File: config.mk
export PLATFORM = sky130hd
export DESIGN_NAME = semicarry_mont_mul
export DESIGN_NICKNAME = d
export VERILOG_FILES = /design/src/rtl/smm_pkg.sv /design/src/rtl/smm_csa.sv /design/src/rtl/smm_addend.sv /design/src/rtl/smm_zero.sv /design/src/rtl/semicarry_mont_mul.sv
export SDC_FILE = /design/constraint.sdc
export NUM_CORES = 2
export LEC_CHECK = 0
export ABC_AREA = 1
export CAP_MARGIN = 20
export CORE_UTILIZATION = 50
export DETAILED_ROUTE_END_ITERATION = 8
export DONT_BUFFER_PORTS = 1
export PLACE_DENSITY = 0.68
export SYNTH_ARGS = -nofsm -noshare
export SYNTH_HDL_FRONTEND = slang
export SYNTH_SLANG_ARGS = --single-unit
File: constraint.sdc
create_clock -name clk -period 2.7 [get_ports clk]
set_clock_uncertainty 0.05 [all_clocks]
set_input_delay 0.405 -clock clk [delete_from_list [all_inputs] [get_ports clk]]
set_output_delay 0.405 -clock clk [all_outputs]
set_load 0.005 [all_outputs]
File: src/rtl/smm_pkg.sv
package smm_pkg;
  typedef enum logic [2:0] {
    ST_IDLE,
    ST_PRE,
    ST_LOOP,
    ST_CONV,
    ST_DONE
  } smm_state_e;
endpackage

File: src/rtl/smm_csa.sv
module smm_csa #(
  parameter int W = 18
) (
  input  logic [W-1:0] x,
  input  logic [W-1:0] y,
  input  logic [W-1:0] z,
  output logic [W-1:0] s,
  output logic [W-1:0] maj
);
  for (genvar g = 0; g < W; g++) begin : g_bit
    assign s[g]   = x[g] ^ y[g] ^ z[g];
    assign maj[g] = (x[g] & y[g]) | (x[g] & z[g]) | (y[g] & z[g]);
  end
endmodule

File: src/rtl/smm_addend.sv
module smm_addend #(
  parameter int W = 18
) (
  input  logic         a_bit,
  input  logic         ss_lsb,
  input  logic         sc_lsb,
  input  logic [W-1:0] b_val,
  input  logic [W-1:0] n_val,
  input  logic [W-1:0] d_val,
  output logic         q_bit,
  output logic [W-1:0] addend
);
  always_comb begin
    q_bit = ss_lsb ^ sc_lsb ^ (a_bit & b_val[0]);
    unique case ({a_bit, q_bit})
      2'b00:   addend = '0;
      2'b01:   addend = n_val;
      2'b10:   addend = b_val;
      default: addend = d_val;
    endcase
  end
endmodule

File: src/rtl/smm_zero.sv
module smm_zero #(
  parameter int W = 18
) (
  input  logic [W-1:0] vec,
  output logic         is_zero
);
  assign is_zero = ~|vec;
endmodule

File: src/rtl/semicarry_mont_mul.sv
module semicarry_mont_mul
  import smm_pkg::*;
#(
  parameter int K = 128
) (
  input  logic         clk,
  input  logic         rst_n,
  input  logic         in_valid,
  output logic         in_ready,
  input  logic [K-1:0] a_in,
  input  logic [K-1:0] b_in,
  input  logic [K-1:0] n_in,
  output logic         busy,
  output logic         done,
  output logic [K:0]   result
);
  localparam int W  = K + 2;
  localparam int CW = $clog2(K + 2);
  localparam logic [CW-1:0] LAST_IT = CW'(K + 1);

  smm_state_e      state;
  logic [K-1:0]    a_r;
  logic [W-1:0]    b_r, n_r, d_r;
  logic [W-1:0]    ss, sc;
  logic [CW-1:0]   it_cnt;
  logic [W-1:0]    addend, csa_z, csa_s, csa_maj;
  logic            q_bit, sc_zero, accept;
  logic [W-1:0]    b_ext, n_ext;

  assign b_ext    = {2'b00, b_in};
  assign n_ext    = {2'b00, n_in};
  assign in_ready = (state == ST_IDLE);
  assign busy     = (state != ST_IDLE);
  assign done     = (state == ST_DONE);
  assign accept   = in_valid && in_ready;
  assign csa_z    = (state == ST_LOOP) ? addend : '0;

  smm_addend #(.W(W)) u_addend (
    .a_bit (a_r[0]),
    .ss_lsb(ss[0]),
    .sc_lsb(sc[0]),
    .b_val (b_r),
    .n_val (n_r),
    .d_val (d_r),
    .q_bit (q_bit),
    .addend(addend)
  );

  smm_csa #(.W(W)) u_csa (
    .x  (ss),
    .y  (sc),
    .z  (csa_z),
    .s  (csa_s),
    .maj(csa_maj)
  );

  smm_zero #(.W(W)) u_zero (
    .vec    (sc),
    .is_zero(sc_zero)
  );

  always_ff @(posedge clk or negedge rst_n) begin
    if (!rst_n) begin
      state  <= ST_IDLE;
      a_r    <= '0;
      b_r    <= '0;
      n_r    <= '0;
      d_r    <= '0;
      ss     <= '0;
      sc     <= '0;
      it_cnt <= '0;
      result <= '0;
    end else begin
      unique case (state)
        ST_IDLE: if (accept) begin
          a_r   <= a_in;
          b_r   <= b_ext;
          n_r   <= n_ext;
          ss    <= b_ext ^ n_ext;
          sc    <= {(b_ext[W-2:0] & n_ext[W-2:0]), 1'b0};
          state <= ST_PRE;
        end
        ST_PRE: if (sc_zero) begin
          d_r    <= ss;
          ss     <= '0;
          sc     <= '0;
          it_cnt <= '0;
          state  <= ST_LOOP;
        end else begin
          ss <= csa_s;
          sc <= {csa_maj[W-2:0], 1'b0};
        end
        ST_LOOP: begin
          ss     <= {1'b0, csa_s[W-1:1]};
          sc     <= csa_maj;
          a_r    <= {1'b0, a_r[K-1:1]};
          it_cnt <= it_cnt + 1'b1;
          if (it_cnt == LAST_IT) state <= ST_CONV;
        end
        ST_CONV: if (sc_zero) begin
          result <= ss[K:0];
          state  <= ST_DONE;
        end else begin
          ss <= csa_s;
          sc <= {csa_maj[W-2:0], 1'b0};
        end
        default: state <= ST_IDLE;
      endcase
    end
  end

  // Loop step must leave an even sum so the halving drops nothing.
  AST_LOOP_EVEN: assert property (@(posedge clk) disable iff (!rst_n)
    (state == ST_LOOP) |-> (csa_s[0] == 1'b0));

  AST_NO_OVERFLOW: assert property (@(posedge clk) disable iff (!rst_n)
    (state == ST_PRE || state == ST_CONV) |-> !csa_maj[W-1]);

  AST_RESULT_RANGE: assert property (@(posedge clk) disable iff (!rst_n)
    done |-> (result < {n_r[K-1:0], 1'b0}));

  AST_DONE_PULSE: assert property (@(posedge clk) disable iff (!rst_n)
    done |=> !done);

  AST_RESULT_HELD: assert property (@(posedge clk) disable iff (!rst_n)
    (state == ST_DONE || (state == ST_IDLE && !in_valid)) |=> $stable(result));

  AST_LOOP_COUNT: assert property (@(posedge clk) disable iff (!rst_n)
    (state == ST_LOOP && it_cnt == LAST_IT) |=> (state == ST_CONV));

  AST_BUSY_BLOCKS: assert property (@(posedge clk) disable iff (!rst_n)
    (busy && state != ST_DONE) |=> busy);
endmodule

### Yosys cells after proc, flatten, opt, wreduce, memory -nomap -nowiden

Index checks and enable logic that the tools add are counted.

| storage, ports and cells | value |
|---|---|
| register bits after elaboration | 914 |
| bits of input ports | 387 |
| word-level logic and storage cells | 971 |

| cells by class | value |
|---|---|
| add/subtract/negate cells | 1 |
| eq/ne operators | 12 |
| mux-type cells | 19 |
| bitwise operators | 915 |
| reductions and logical operators | 15 |

Operators with widths:

| kind | number |
|---|---|
| $pmux W130 S4 | 2 |
| $mux W130 | 7 |
| $and A1 B1 Y1 | 391 |
| $pmux W130 S3 | 1 |
| $xor A1 B1 Y1 | 261 |
| $or A1 B1 Y1 | 260 |
| $pmux W128 S2 | 1 |
| $reduce_or A130 Y1 | 1 |
| $and A128 B128 Y128 | 1 |
| $mux W128 | 1 |
| $xor A128 B128 Y128 | 1 |
| $pmux W8 S2 | 1 |
| $mux W3 | 4 |
| $pmux W3 S4 | 1 |
| $reduce_and A2 Y1 | 5 |
| $add A8 B1 Y8 const B | 1 |
| $eq A8 B8 Y1 const B | 1 |
| $mux W8 | 1 |
| $eq A3 B2 Y1 const B | 2 |
| $ne A2 B1 Y1 const B | 3 |
| $ne A2 B2 Y1 const B | 2 |
| $reduce_and A4 Y1 | 1 |
| $reduce_bool A2 Y1 | 2 |
| $reduce_bool A4 Y1 | 1 |
| 10 further kinds | 10 |

### Longest topological paths before layout

| depth | value |
|---|---|
| depth after elaboration | 10 |
| gate-level depth with buffers | 14 |

### Modules after synthesis

A second synthesis with hierarchy kept.

| unflattened totals | value |
|---|---|
| cell total of the unflattened synthesis | 6863 |
| area total of the unflattened synthesis | 50861.3 um2 |

By module, submodules not included:

| module | instances | cells each | area an instance (um2) |
|---|---|---|---|
| semicarry_mont_mul | 1 | 5759 | 44266.2 |
| smm_addend | 1 | 853 | 3523.4 |
| smm_csa | 1 | 130 | 2602.5 |
| smm_zero | 1 | 121 | 469.2 |

### Worst setup path before layout

No wires, ideal clock.

| path | value |
|---|---|
| path kind | reg-to-reg |
| start | register sc[0] |
| end | register ss[105] |
| setup time | 0.117 ns |
| arrival time | 2.703 ns |
| path slack | -0.170 ns |
| cell stages (with the launch flop) | 15 |
| path buffers | 3 |
| cells stage by stage | dfrtp_1 -> ha_1 -> xor2_1 -> clkbuf_1 -> buf_2 -> clkbuf_1 -> nand3_1 -> nand3_1 -> nand2_1 -> fa_1 -> o22ai_1 -> inv_1 -> nand3_1 -> nand2_1 -> nand2_1 |

| on the way | value |
|---|---|
| cells in the longest elaborated chain, start to end | 8 |
| elaborated cells between the ends (all ways) | 15 |
| those cells by class | 3 x eq/ne; 5 x mux; 4 x bitwise; 3 x reduce/logical |

RTL lines:

| element | RTL line | text |
|---|---|---|
| start: declaration | semicarry_mont_mul.sv:24 | `logic [W-1:0] ss, sc;` |
| start signal: assignment | semicarry_mont_mul.sv:80 | `sc <= {(b_ext[W-2:0] & n_ext[W-2:0]), 1'b0};` |
| start signal: assignment | semicarry_mont_mul.sv:91 | `sc <= {csa_maj[W-2:0], 1'b0};` |
| start signal: assignment | semicarry_mont_mul.sv:95 | `sc <= csa_maj;` |
| $xor A1 B1 Y1 (2 in series) | smm_addend.sv:14 | `q_bit = ss_lsb ^ sc_lsb ^ (a_bit & b_val[0]);` |
| $eq A2 B2 Y1 (tied with other cells) | smm_addend.sv:15 | `unique case ({a_bit, q_bit})` |
| $pmux W130 S3 | smm_addend.sv:15 |  |
| $mux W130 | semicarry_mont_mul.sv:36 | `assign csa_z = (state == ST_LOOP) ? addend : '0;` |
| $xor A1 B1 Y1 | smm_csa.sv:11 | `assign s[g] = x[g] ^ y[g] ^ z[g];` |
| $mux W130, on equally long branches | semicarry_mont_mul.sv:100, semicarry_mont_mul.sv:83 |  |
| $pmux W130 S4 | semicarry_mont_mul.sv:74 | `unique case (state)` |
| end signal: assignment | semicarry_mont_mul.sv:79 | `ss <= b_ext ^ n_ext;` |
| end signal: assignment | semicarry_mont_mul.sv:90 | `ss <= csa_s;` |
| end signal: assignment | semicarry_mont_mul.sv:104 | `ss <= csa_s;` |
| end: declaration | semicarry_mont_mul.sv:24 |  |

Parallel ways exist; a longest one is shown, timed or not. The select of a mux whose other input is x is not followed.
A chain may end at the register's enable or synchronous reset.

### Worst setup path after layout

| path | value |
|---|---|
| start | register ss[0] |
| end | register ss[117] |

| on the way | value |
|---|---|
| cells in the longest elaborated chain, start to end | 8 |
| elaborated cells between the ends (all ways) | 12 |
| those cells by class | 2 x eq/ne; 5 x mux; 4 x bitwise; 1 x reduce/logical |

RTL lines:

| element | RTL line | text |
|---|---|---|
| start signal: assignment | semicarry_mont_mul.sv:79 |  |
| start signal: assignment | semicarry_mont_mul.sv:90 |  |
| start signal: assignment | semicarry_mont_mul.sv:94 | `ss <= {1'b0, csa_s[W-1:1]};` |
| $xor A1 B1 Y1 * (2 in series) | smm_addend.sv:14 |  |
| $eq A2 B2 Y1 (tied with other cells) | smm_addend.sv:15 |  |
| $pmux W130 S3 * | smm_addend.sv:15 |  |
| $mux W130 * | semicarry_mont_mul.sv:36 |  |
| $xor A1 B1 Y1 | smm_csa.sv:11 |  |
| $mux W130, on equally long branches | semicarry_mont_mul.sv:100, semicarry_mont_mul.sv:83 |  |
| $pmux W130 S4 * | semicarry_mont_mul.sv:74 |  |

Every way passes the cells marked *; elsewhere a longest branch is shown, timed or not. The select of a mux whose other input is x is not followed.

==> results.tsv <==
metric	value	unit
Post-Syn Instances	6316	
synth-to-layout area growth	23.8	%
ranking of synthesized cells by area	dfrtp_1 45%, nand2_1 16%, nand3_1 9.0%	
reg2reg path depth	15	
largest net degree at the start of global routing	915	
Pleak	0.0286	uW
post-DR wirelength/cell	19.7	um
final hold slack	-0.385	ns
Total GRT Usage	30.3	%
largest area contributor in the netlist	dfrtp_1	
period utilization	105	%
FMAX	351	MHz
max-slew violation count	0	
Die W	320	um
max-cap viol count	0	
vias	46100	
Starting Density	50.6	%
Worst R2R End	ss[117]	
top-area cell type share of the netlist area	45.1	%
failing checks	negative hold slack, negative setup slack	
power density cells	469	mW/mm^2
Setup WS pre-CTS	-0.0909	ns
CP endpoint kind	register	
most common library cells after synthesis	2107 x nand2_1, 916 x nand3_1, 914 x dfrtp_1, 533 x inv_1, 335 x nor2_1	
status	complete, but fails checks	
# setup viols final	127	
Setup CP Type	reg2reg	
clock latency on the worst-skew pair	0.70	ns
setup ws final	-0.145	ns
first-pass GRT wire length	250000	um
crit path launch	ss[0]	
reg-to-reg startpoint	ss[0]	
Hold Crit Class	in2async	
minimum clock period	2.85	ns
fraction of registers with async set or reset after synthesis	100	%
Synth cell types	29	
io pins	519	
Synth Register Bits	914	
Reg2Reg Setup Slack	-0.15	ns
CTS Buffer Depth	3	
clock slew seen by the registers of the worst setup and hold paths	0.06	ns
Final nets	7284	
Crit path required time	3.23	ns
sequential fraction of the synthesis area	45.1	%
depth of the CTS H-tree	3	
total nets after synthesis	6964	
post-DR vias/cell	5.69	
Congestion Overflow GR	0	
# DRC	0	
initial antenna violation count	34	
Root Buffer Master	clkbuf_16	
Peak VDD IR	0.000546	V
Cell Area, Synth	0.0507	mm^2
share of cells above drive strength 1	13.0	%
Least-Margin Pin Slew	1.32	ns
vias in the first global route	45000	
CTS tree	yes	
final hold vios	101	
slew margin rel.	12.0	%
most common cell in the netlist	nand2_1	
row cnt	116	
Yosys warning count	0	
EDFF count, synth	0	
Core ar.	0.100	mm^2
Die H	320	um
Placer Congestion	0.856	
Main synth FF type	dfrtp_1	
CTS buffer count	101	
clk sinks	914	
Buffers on Ports	0	
worst-path maximum fanout	7	
Avg Inst Size Synth	8.03	um^2
Post-Route WL	159000	um
die area	0.103	mm^2
final setup TNS	-7.96	ns
Critical Path AT	3.38	ns
post-route ant nets	0	
Worst setup SP type	register	
RSZ-0062 raised after global routing	true	
initial DRC count	4230	
TritonRoute pass-1 iters	6	
post-DP HPWL	92500	um
## worst max path at each step
stage / to / slack, ns / cells after the start
6_report: ss[117] / -0.15 / 15
5_1_grt: ss[87] / -0.28 / 15
4_1_cts: ss[84] / -0.09 / 15
3_5_place_dp: ss[78] / -0.09 / 14
3_3_place_gp: ss[78] / -0.08 / 14
2_1_floorplan: ss[69] / -0.08 / 14
## worst max-delay path, stage by stage, from the launching register on
cell and delay (ns):
dfrtp_1 0.41, ha_4 0.27, xor2_4 0.17, nor2_4 0.14, buf_12 0.15, buf_16 0.19
clkbuf_16 0.20, nand2_2 0.06, nand3_2 0.07, nand2_2 0.06, fa_2 0.57, o22ai_1 0.09
inv_1 0.10, nand3_1 0.09, nand2_1 0.06, nand2_1 0.05
## final cells by class
| class | instances | area, um^2 |
|---|---|---|
| antenna | 27 | 67.6 |
| fill | 8067 | 37500 |
| tap | 1357 | 1700 |
| timing repair buffer | 639 | 7220 |
| clock buffer | 138 | 2880 |
| sequential | 914 | 22900 |
| multi-input combinational | 4435 | 25300 |
| inverter | 545 | 2070 |
| clock inverter | 48 | 638 |
## per-layer routing
| layer | up-vias | track usage, % | wire length (um) |
|---|---|---|---|
| li1 | 21000 | - | - |
| met1 | 22500 | 40.4 | 65600 |
| met2 | 2147 | 48.9 | 75700 |
| met3 | 428 | 5.25 | 12400 |
| met4 | 20 | 12.3 | 5590 |
| met5 | - | 0 | 124 |
## power breakdown
group	internal [uW]	switching (uW)	leakage, uW	total, uW
Combinational	485	566	0.0146	1050
Sequential	13700	0	0.0123	13700
Clock	8630	6080	0.00171	14700
## cells in the final DEF, fill, tap and decap left out, types with 6 or more instances in the layout
| cell type | instances |
|---|---|
| fa_2 | 58 |
| nand3_1 | 837 |
| clkbuf_8 | 21 |
| nand2_1 | 1988 |
| diode_2 | 27 |
| o22ai_1 | 238 |
| o21ai_1 | 131 |
| nand3_2 | 79 |
| nor2_2 | 17 |
| inv_2 | 10 |
| nand2_2 | 86 |
| fa_1 | 72 |
| bufinv_16 | 12 |
| dlygate4sd3_1 | 511 |
| clkinvlp_4 | 8 |
| buf_6 | 7 |
| nand2_4 | 33 |
| buf_4 | 37 |
| clkinv_2 | 19 |
| buf_12 | 65 |
| clkbuf_1 | 16 |
| o22ai_2 | 20 |
| ha_1 | 130 |
| dfrtp_1 | 913 |
| nor2_4 | 6 |
| nor2_1 | 317 |
| o21ai_0 | 141 |
| mux2_2 | 256 |
| inv_1 | 531 |
| clkbuf_16 | 105 |
| buf_16 | 10 |
## registers in the layout, summed over array words and instances (netlist names)
register	flops
b_r	128
sc	130
result	129
ss	130
d_r	130
it_cnt	8
n_r	128
state	3
a_r	128
## logic make-up (layout without fill, tap and decap cells)
logic type               after synthesis  in the layout  share of synthesized area (%)
flip-flops                           914            914                           45.1
multiplexers                         256            256                           5.68
AO/OA/AOI/OAI                        541            541                           6.01
buffers and inverters                967           1370                           7.47
XOR/XNOR                               1              1                         0.0173
AND/OR/NAND/NOR                     3376           3376                           27.4
other                                  0             27                              0
adder cells (fa/ha/maj)              261            261                           8.36
## through the flow
stage          cells  util (%)  power, uW  instance area [um^2]  hold slack [ns]
2_1_floorplan   6316         -      14100                 50700           0.0594
3_3_place_gp    7361      52.3      14100                 52400           0.0844
3_5_place_dp    7362      52.3      14100                 52400           0.0791
4_1_cts         8065      61.1      29300                 61300           -0.671
5_1_grt         8100      62.6      30300                 62800           -0.374
6_report        8103      62.6      29500                 62800           -0.385
## what timing repair did
item | 4_1_cts | 5_1_grt
setup buffers | 4 | 2
endpoints found under the hold margin | 1492 | 291
pin swaps | 18 | 223
gates resized for setup | 40 | 311
gates cloned | 2 | 4
endpoints found under the setup margin | 141 | 553
hold buffers | 511 | 1
(Power assumes the default switching activity.)
